[config.mk]
export PLATFORM = sky130hd
export DESIGN_NAME = fcsr_unit
export DESIGN_NICKNAME = d
export VERILOG_FILES = /design/src/rtl/fcsr_pkg.sv /design/src/rtl/fcsr_trap_test.sv /design/src/rtl/fcsr_cc_map.sv /design/src/rtl/fcsr_next.sv /design/src/rtl/fcsr_unit.sv
export SDC_FILE = /design/constraint.sdc
export NUM_CORES = 1
export LEC_CHECK = 0
export BUFFER_PORTS_ARGS = -buffer_cell sky130_fd_sc_hd__buf_2
export CORE_MARGIN = 1
export CORE_UTILIZATION = 42
export DETAILED_ROUTE_END_ITERATION = 7
export MAX_ROUTING_LAYER = met4
export PLACE_DENSITY = 0.8
export REMOVE_ABC_BUFFERS = 1
export SETUP_SLACK_MARGIN = 0.5
export SLEW_MARGIN = 10
export SYNTH_ARGS = -nofsm -noshare
export SYNTH_HDL_FRONTEND = slang
export SYNTH_SLANG_ARGS = --single-unit
[constraint.sdc]
create_clock -name clk -period 1.66 [get_ports clk]
set_input_delay 0 -clock clk [delete_from_list [all_inputs] [get_ports clk]]
set_output_delay 0 -clock clk [all_outputs]
set_load 0.1 [all_outputs]
[src/rtl/fcsr_pkg.sv]
package fcsr_pkg;
    localparam int XLEN       = 32;
    localparam int NEXC       = 5;
    localparam int CAUSE_LO   = 12;
    localparam int FLAG_LO    = 2;
    localparam int ALIGN      = 5;
    localparam int EN_LO      = CAUSE_LO - ALIGN;
    localparam int UNIMPL_BIT = CAUSE_LO + NEXC;
    localparam int FLUSH_BIT  = 24;
    localparam int CC0_BIT    = 23;
    localparam int CC_BASE    = 24;
    localparam int NCC        = 8;
    localparam int CCW        = $clog2(NCC);
    localparam int IDXW       = 5;
    localparam int CSR_IDX    = 31;
    localparam int RMW        = 2;

    typedef struct packed {
        logic [XLEN-1:0] word;
    } fcsr_state_t;

    function automatic int cc_pos(input int k);
        return (k == 0) ? CC0_BIT : CC_BASE + k;
    endfunction
endpackage

[src/rtl/fcsr_trap_test.sv]
module fcsr_trap_test
    import fcsr_pkg::*;
(
    input  logic [XLEN-1:0] word,
    output logic            hit
);
    localparam logic [XLEN-1:0] EN_MASK = XLEN'(((1 << NEXC) - 1) << EN_LO);

    logic [XLEN-1:0] aligned;

    always_comb begin
        aligned = word >> ALIGN;
        hit     = (|(aligned & word & EN_MASK)) | word[UNIMPL_BIT];
    end
endmodule

[src/rtl/fcsr_cc_map.sv]
module fcsr_cc_map
    import fcsr_pkg::*;
(
    input  logic [CCW-1:0]  sel,
    output logic [XLEN-1:0] mask
);
    logic [NCC-1:0] hit;

    for (genvar k = 0; k < NCC; k++) begin : g_cc
        assign hit[k] = (sel == CCW'(k));
    end

    always_comb begin
        mask = '0;
        for (int k = 0; k < NCC; k++) begin
            mask[cc_pos(k)] = hit[k];
        end
    end
endmodule

[src/rtl/fcsr_next.sv]
module fcsr_next
    import fcsr_pkg::*;
(
    input  logic [XLEN-1:0] csr_q,
    input  logic            op_valid,
    input  logic [NEXC-1:0] op_exc,
    input  logic            op_unimpl,
    input  logic            op_is_cmp,
    input  logic [XLEN-1:0] cmp_mask,
    input  logic            cmp_true,
    input  logic            ctl_wr,
    input  logic [IDXW-1:0] ctl_idx,
    input  logic [XLEN-1:0] ctl_wdata,
    output fcsr_state_t     state_d,
    output logic            trap_o,
    output logic            result_we_o
);
    logic [XLEN-1:0] op_word_d;
    logic            op_trap;
    logic            wr_trap;
    logic            wr_hit;

    always_comb begin
        op_word_d = csr_q;
        op_word_d[CAUSE_LO +: NEXC] = op_exc;
        op_word_d[UNIMPL_BIT]       = op_unimpl;
        op_word_d[FLAG_LO +: NEXC]  = csr_q[FLAG_LO +: NEXC] | op_exc;
    end

    fcsr_trap_test u_op_trap (.word(op_word_d), .hit(op_trap));
    fcsr_trap_test u_wr_trap (.word(ctl_wdata), .hit(wr_trap));

    assign wr_hit = ctl_wr && (ctl_idx == IDXW'(CSR_IDX));

    always_comb begin
        state_d.word = csr_q;
        trap_o       = 1'b0;
        result_we_o  = 1'b0;
        if (ctl_wr) begin
            if (wr_hit) begin
                state_d.word = ctl_wdata;
                trap_o       = wr_trap;
            end
        end else if (op_valid) begin
            state_d.word = op_word_d;
            trap_o       = op_trap;
            result_we_o  = !op_trap;
            if (op_is_cmp && !op_trap) begin
                state_d.word = cmp_true ? (op_word_d | cmp_mask)
                                        : (op_word_d & ~cmp_mask);
            end
        end
    end
endmodule

[src/rtl/fcsr_unit.sv]
module fcsr_unit
    import fcsr_pkg::*;
(
    input  logic             clk,
    input  logic             rst_n,
    input  logic             op_valid,
    input  logic [NEXC-1:0]  op_exc,
    input  logic             op_unimpl,
    input  logic             op_is_cmp,
    input  logic [CCW-1:0]   cmp_cc,
    input  logic             cmp_true,
    output logic             result_we,
    output logic             trap,
    input  logic             ctl_wr,
    input  logic [IDXW-1:0]  ctl_idx,
    input  logic [XLEN-1:0]  ctl_wdata,
    input  logic [IDXW-1:0]  ctl_rd_idx,
    output logic [XLEN-1:0]  ctl_rdata,
    output logic [RMW-1:0]   round_mode,
    output logic             flush_den,
    input  logic [CCW-1:0]   cc_sel,
    output logic             cc_out,
    output logic [XLEN-1:0]  csr_word
);
    fcsr_state_t     state_d;
    fcsr_state_t     state_q;
    logic [XLEN-1:0] cmp_mask;
    logic [XLEN-1:0] rd_mask;

    fcsr_cc_map u_cmp_map (.sel(cmp_cc), .mask(cmp_mask));
    fcsr_cc_map u_rd_map  (.sel(cc_sel), .mask(rd_mask));

    fcsr_next u_next (
        .csr_q       (state_q.word),
        .op_valid    (op_valid),
        .op_exc      (op_exc),
        .op_unimpl   (op_unimpl),
        .op_is_cmp   (op_is_cmp),
        .cmp_mask    (cmp_mask),
        .cmp_true    (cmp_true),
        .ctl_wr      (ctl_wr),
        .ctl_idx     (ctl_idx),
        .ctl_wdata   (ctl_wdata),
        .state_d     (state_d),
        .trap_o      (trap),
        .result_we_o (result_we)
    );

    always_ff @(posedge clk) begin
        if (!rst_n) state_q <= '0;
        else        state_q <= state_d;
    end

    assign csr_word   = state_q.word;
    assign round_mode = state_q.word[RMW-1:0];
    assign flush_den  = state_q.word[FLUSH_BIT];
    assign cc_out     = |(state_q.word & rd_mask);
    assign ctl_rdata  = (ctl_rd_idx == IDXW'(CSR_IDX)) ? state_q.word : '0;

    AST_CAUSE_REPLACED: assert property (@(posedge clk) disable iff (!rst_n)
        (op_valid && !ctl_wr) |=> (csr_word[CAUSE_LO +: NEXC] == $past(op_exc)));
    AST_FLAGS_STICKY: assert property (@(posedge clk) disable iff (!rst_n)
        !ctl_wr |=> ((csr_word[FLAG_LO +: NEXC] & $past(csr_word[FLAG_LO +: NEXC]))
                     == $past(csr_word[FLAG_LO +: NEXC])));
    AST_TRAP_BLOCKS_WE: assert property (@(posedge clk) disable iff (!rst_n)
        trap |-> !result_we);
    AST_TRAP_HOLDS_CC: assert property (@(posedge clk) disable iff (!rst_n)
        (op_valid && !ctl_wr && trap) |=>
        ((csr_word & 32'hFF80_0000 & ~32'h0100_0000) ==
         ($past(csr_word) & 32'hFF80_0000 & ~32'h0100_0000)));
    AST_WRITE_DROPS_OP: assert property (@(posedge clk) disable iff (!rst_n)
        ctl_wr |-> !result_we);
    AST_READ_OTHER_ZERO: assert property (@(posedge clk) disable iff (!rst_n)
        (ctl_rd_idx != IDXW'(CSR_IDX)) |-> (ctl_rdata == '0));
    AST_IDLE_HOLD: assert property (@(posedge clk) disable iff (!rst_n)
        (!op_valid && !ctl_wr) |=> $stable(csr_word));
endmodule

# Word-level counts from Yosys, hierarchy flattened
# Index checks and enable logic that the tools add are counted.
dict set report word_totals {
  reg_bits 32
}
dict set report classes {
  n_bitwise 9
  n_mux 11
  n_eq_ne 17
  reduce_logical 12
}
# op n
set ops {}
lappend ops {{$mux W32} 6}
lappend ops {{$and A32 B32 Y32} 2}
lappend ops {{$not A32 Y32} 1}
lappend ops {{$or A32 B32 Y32} 1}
lappend ops {{$reduce_or A32 Y1} 1}
lappend ops {{$and A12 B12 Y12} 2}
lappend ops {{$eq A3 B3 Y1 const B} 8}
lappend ops {{$eq A3 B2 Y1 const B} 4}
lappend ops {{$eq A5 B5 Y1 const B} 2}
lappend ops {{$reduce_or A5 Y1} 2}
lappend ops {{$eq A3 B1 Y1 const B} 2}
lappend ops {{$logic_not A3 Y1} 2}
lappend ops {{$mux W1} 5}
lappend ops {{$or A5 B5 Y5} 1}
lappend ops {{$reduce_bool A2 Y1} 2}
lappend ops {{$reduce_and A3 Y1} 1}
lappend ops {{$logic_and A1 B1 Y1} 2}
lappend ops {{$ne A2 B1 Y1 const B} 1}
lappend ops {{$or A1 B1 Y1} 2}
lappend ops {{$reduce_and A2 Y1} 1}
lappend ops {{$logic_not A1 Y1} 1}

# Depth between registers and ports, before layout
dict set report depth {
  word_depth 9
  ltp_mapped 6
}

# Hierarchy
# A second synthesis with hierarchy kept.
dict set report unflattened {
  hier_cells 432
  area_unflattened_um2 3766.1
}
# mod area_per_inst_um2 seq_area_each_um2 instances cells_each
set modules_own_cells {}
lappend modules_own_cells {fcsr_next 1956.9 0.0 1 229}
lappend modules_own_cells {fcsr_unit 1261.2 640.6 1 129}
lappend modules_own_cells {fcsr_cc_map 249.0 0.0 2 33}
lappend modules_own_cells {fcsr_trap_test 25.0 0.0 2 4}

# Least setup slack after synthesis
# OpenSTA, ideal clock, no wires.
dict set report synth_path {
  path_type {reg-to-output}
  start {reg state_q, in the netlist csr_word[2]}
  end {out ctl_rdata[2]}
  arrival_time_ps 3174
  path_buffers 0
  path_stages_with_launch 3
  setup_slack_ps -1514
  cell_sequence {dfxtp_1 inv_1 nor3_1}
}
dict set report synth_via {
  elab_chain_cells 1
}
# item line_no
set synth_rtl {}
lappend synth_rtl {{from (decl)} fcsr_unit.sv:26} ;# fcsr_state_t state_q;
lappend synth_rtl {{from (signal assigned)} fcsr_unit.sv:51} ;# else state_q <= state_d;
lappend synth_rtl {{$mux W32} fcsr_unit.sv:58} ;# assign ctl_rdata = (ctl_rd_idx == IDXW'(CSR_IDX)) ? state_q.word : '0;
lappend synth_rtl {{to (decl)} fcsr_unit.sv:18} ;# output logic [XLEN-1:0] ctl_rdata,
# Every way passes these cells.

==> impl_metrics.py <==
metrics = {
    "detailed_routing": {
        "initialDrtViolationCount": 500,
        "num_vias": 2662,
        "ant_nets": 0,
        "dr.pass1.iters": 8,
        "drt-vias-per-instance": 5.85,
        "wl_per_cell_um": 18.9,
        "routed_wl_um": 8610,
        "drc_errors": 18,
    },
    "timing": {
        "finalSetupViolations": 0,
        "min_period_ns": 1.54,
        "rsz0062_at_grt": "yes",
        "slew_viol_final": 0,
        "fin_crit_sh": 0.930,
        "clock.fmax_mhz": 647,
        "hold_violations": 1,
        "hold_slack_ns": -0.00188,
        "fin_ws_ns": 0.115,
        "slew_headroom": 0.549,
        "clock_skew_ns": 0.00679,
        "worstMarginPinSlew_ns": 0.676,
    },
    "setup_path": {
        "critPathMaxFanout": 2,
        "crit_arrival_ns": 1.54,
        "cp-start-kind": "register",
        "rrSetupSlack_ns": 0.18,
        "r2r-start": "csr_word[7]$_SDFFE_PN0P_",
        "crit_type": "register to output port",
        "crit_path_end_kind": "output port",
        "critPathRequiredTime_ns": 1.66,
        "r2r_cells": 4,
    },
    "flow_run": {
        "maxCapViolations": 0,
    },
    "power_and_ir_drop": {
        "power.leakage_nw": 1.66,
        "finalPower_mw": 2.30,
        "power_density_nw_per_um2": 627,
        "vdd.ir_drop.worst_mv": 0.523,
    },
    "yosys": {
        "yosysWarnings": 0,
        "synth.most_common_cell": "nand2_1",
        "synthTopCellsByCount": "61 x nand2_1, 32 x dfxtp_1, 27 x and2_1, 14 x mux2i_1",
        "ys.flop_type": "dfxtp_1",
        "syn_area_per_cell_um2": 7.88,
        "synth_top_area_share": 0.325,
        "synth_top_cell_by_area": "dfxtp_1",
        "synth_cell_types": 36,
        "syn_area_um2": 1970,
        "ys_ff_latch": 32,
        "synth_edf_count": 0,
        "yosysSeqAreaShare": 0.325,
        "syn_inst": 250,
        "async_flop_share": 0,
        "synth.area.top_cells": "dfxtp_1 33%, nand2_1 12%, and2_1 8.6%",
    },
    "clocking": {
        "cts_buffers": 5,
        "cts.clk_slew.worst_paths_ns": 0.07,
        "cts_tree": "built",
        "h-tree-depth": 2,
        "cts-root-buf": "clkbuf_8",
        "clockBufferDepth": 2,
        "clk-insertion-delay-late_ns": 0.29,
        "cts_sinks": 32,
    },
    "layout": {
        "fin_cells": 455,
        "n_antenna_cell": 0,
        "finish.utilization": 0.826,
        "area_growth_pct": 86.3,
        "drive_gt1_frac": 0.496,
        "layout.nets": 462,
        "n_fill_cell": 231,
    },
    "floorplan": {
        "die_h_um": 70.5,
        "ioPinCount": 130,
        "die_w_um": 70.5,
        "start_util": 0.443,
        "rows": 24,
        "core_area_um2": 4440,
        "dieArea_um2": 4970,
    },
    "grt": {
        "grt_pass1_vias": 2388,
        "track_usage": 0.319,
        "grt_pass1_wl_um": 12000,
        "grt_max_degree": 41,
        "overflow": 0,
        "grt_antenna_before_repair": 0,
    },
    "worst_hold_path": {
        "min_path_type": "primary input to register",
        "min_to": "csr_word[6]$_SDFFE_PN0P_",
        "hold_path_depth": 3,
        "hp-start": "ctl_wdata[6]",
    },
    "placed_design": {
        "port_buffers": 129,
        "gp_congestion": 0.879,
        "dpl.cell_count": 418,
        "dpl.hpwl_um": 4760,
        "post-place-ws_ns": 0.121,
    },
    "run_status": {
        "status": "complete, but fails checks",
        "violations": "DRC, hold timing",
    },
}
## through the flow
step | TNS, ns | hold slack [ns] | cell area [um2]
floorplan | -18.85 | 0.133 | 1860
global placement | 0 | 0.251 | 3030
detailed placement | 0 | 0.259 | 3030
CTS | 0 | 0.0145 | 3540
global route | 0 | 0.0494 | 3670
finish | 0 | -0.00188 | 3670
## critical path: stages, from the launching register on
cell     delay, ns
dfxtp_2       0.33
mux4_2        0.46
mux2_4        0.30
buf_12        0.17
## kinds of logic after synthesis
| logic type | Yosys count | synth area share |
|---|---|---|
| AND/OR/NAND/NOR | 117 | 0.286 |
| AO/OA/AOI/OAI | 60 | 0.222 |
| multiplexers | 17 | 0.0997 |
| flip-flops | 32 | 0.325 |
| buffers and inverters | 24 | 0.0667 |
## report_power, final
| group | internal [mW] | switching [mW] | leakage, nW | total, mW |
|---|---|---|---|---|
| Combinational | 0.201 | 0.449 | 1.32 | 0.650 |
| Sequential | 0.795 | 0.0190 | 0.267 | 0.814 |
| Clock | 0.530 | 0.308 | 0.0645 | 0.838 |
| Total | 1.53 | 0.776 | 1.66 | 2.30 |
## worst max path at each step
stage,to,cells after the start
after floorplan,ctl_rdata[2],2
after global placement,register,4
after detailed placement,register,4
after CTS,cc_out,3
after global routing,cc_out,3
final,cc_out,3
## routing by layer
layer | wire length [um] | global-route usage | vias up
li1 | - | - | 1167
met1 | 3020 | 0.344 | 1195
met2 | 4240 | 0.564 | 233
met3 | 807 | 0.0649 | 67
met4 | 535 | 0.138 | 0
met5 | 0 | - | -
## final cells by class
type / instances / area [um2] / area share
Inverter: 5 / 18.8 / 0.00511
Clock inverter: 1 / 30.0 / 0.00818
Timing Repair Buffer: 164 / 1460 / 0.398
Sequential cell: 32 / 658 / 0.179
Clock buffer: 7 / 96.3 / 0.0262
Tap cell: 52 / 65.1 / 0.0177
Multi-Input combinational cell: 194 / 1340 / 0.365
## placed cells by master, fill, tap and decap left out, types with 3 or more instances in the layout
master	instances
buf_2	86
nand2_1	60
buf_12	30
and2_1	26
dfxtp_1	18
dlygate4sd3_1	17
buf_4	17
mux2i_1	14
dfxtp_2	14
a21boi_0	13
nor3_2	9
a21oi_1	9
clkbuf_8	8
clkbuf_4	7
o211a_1	6
o31ai_1	6
buf_6	6
o21ai_0	5
o21ai_1	5
inv_1	4
a31oi_1	4
nor3_4	4
nand2b_1	3
nor2b_1	3
## repair_timing
action / 4_1_cts / 5_1_grt
resized for setup: 42 / 31
setup buffers: 7 / 5
hold buffers: 17 / 0
gates cloned: 0 / 0
endpoints found under the setup margin: 16 / 62
endpoints found under the hold margin: 17 / 0
pin swaps: 14 / 9
Note: power is estimated with default switching activity, not from simulation.
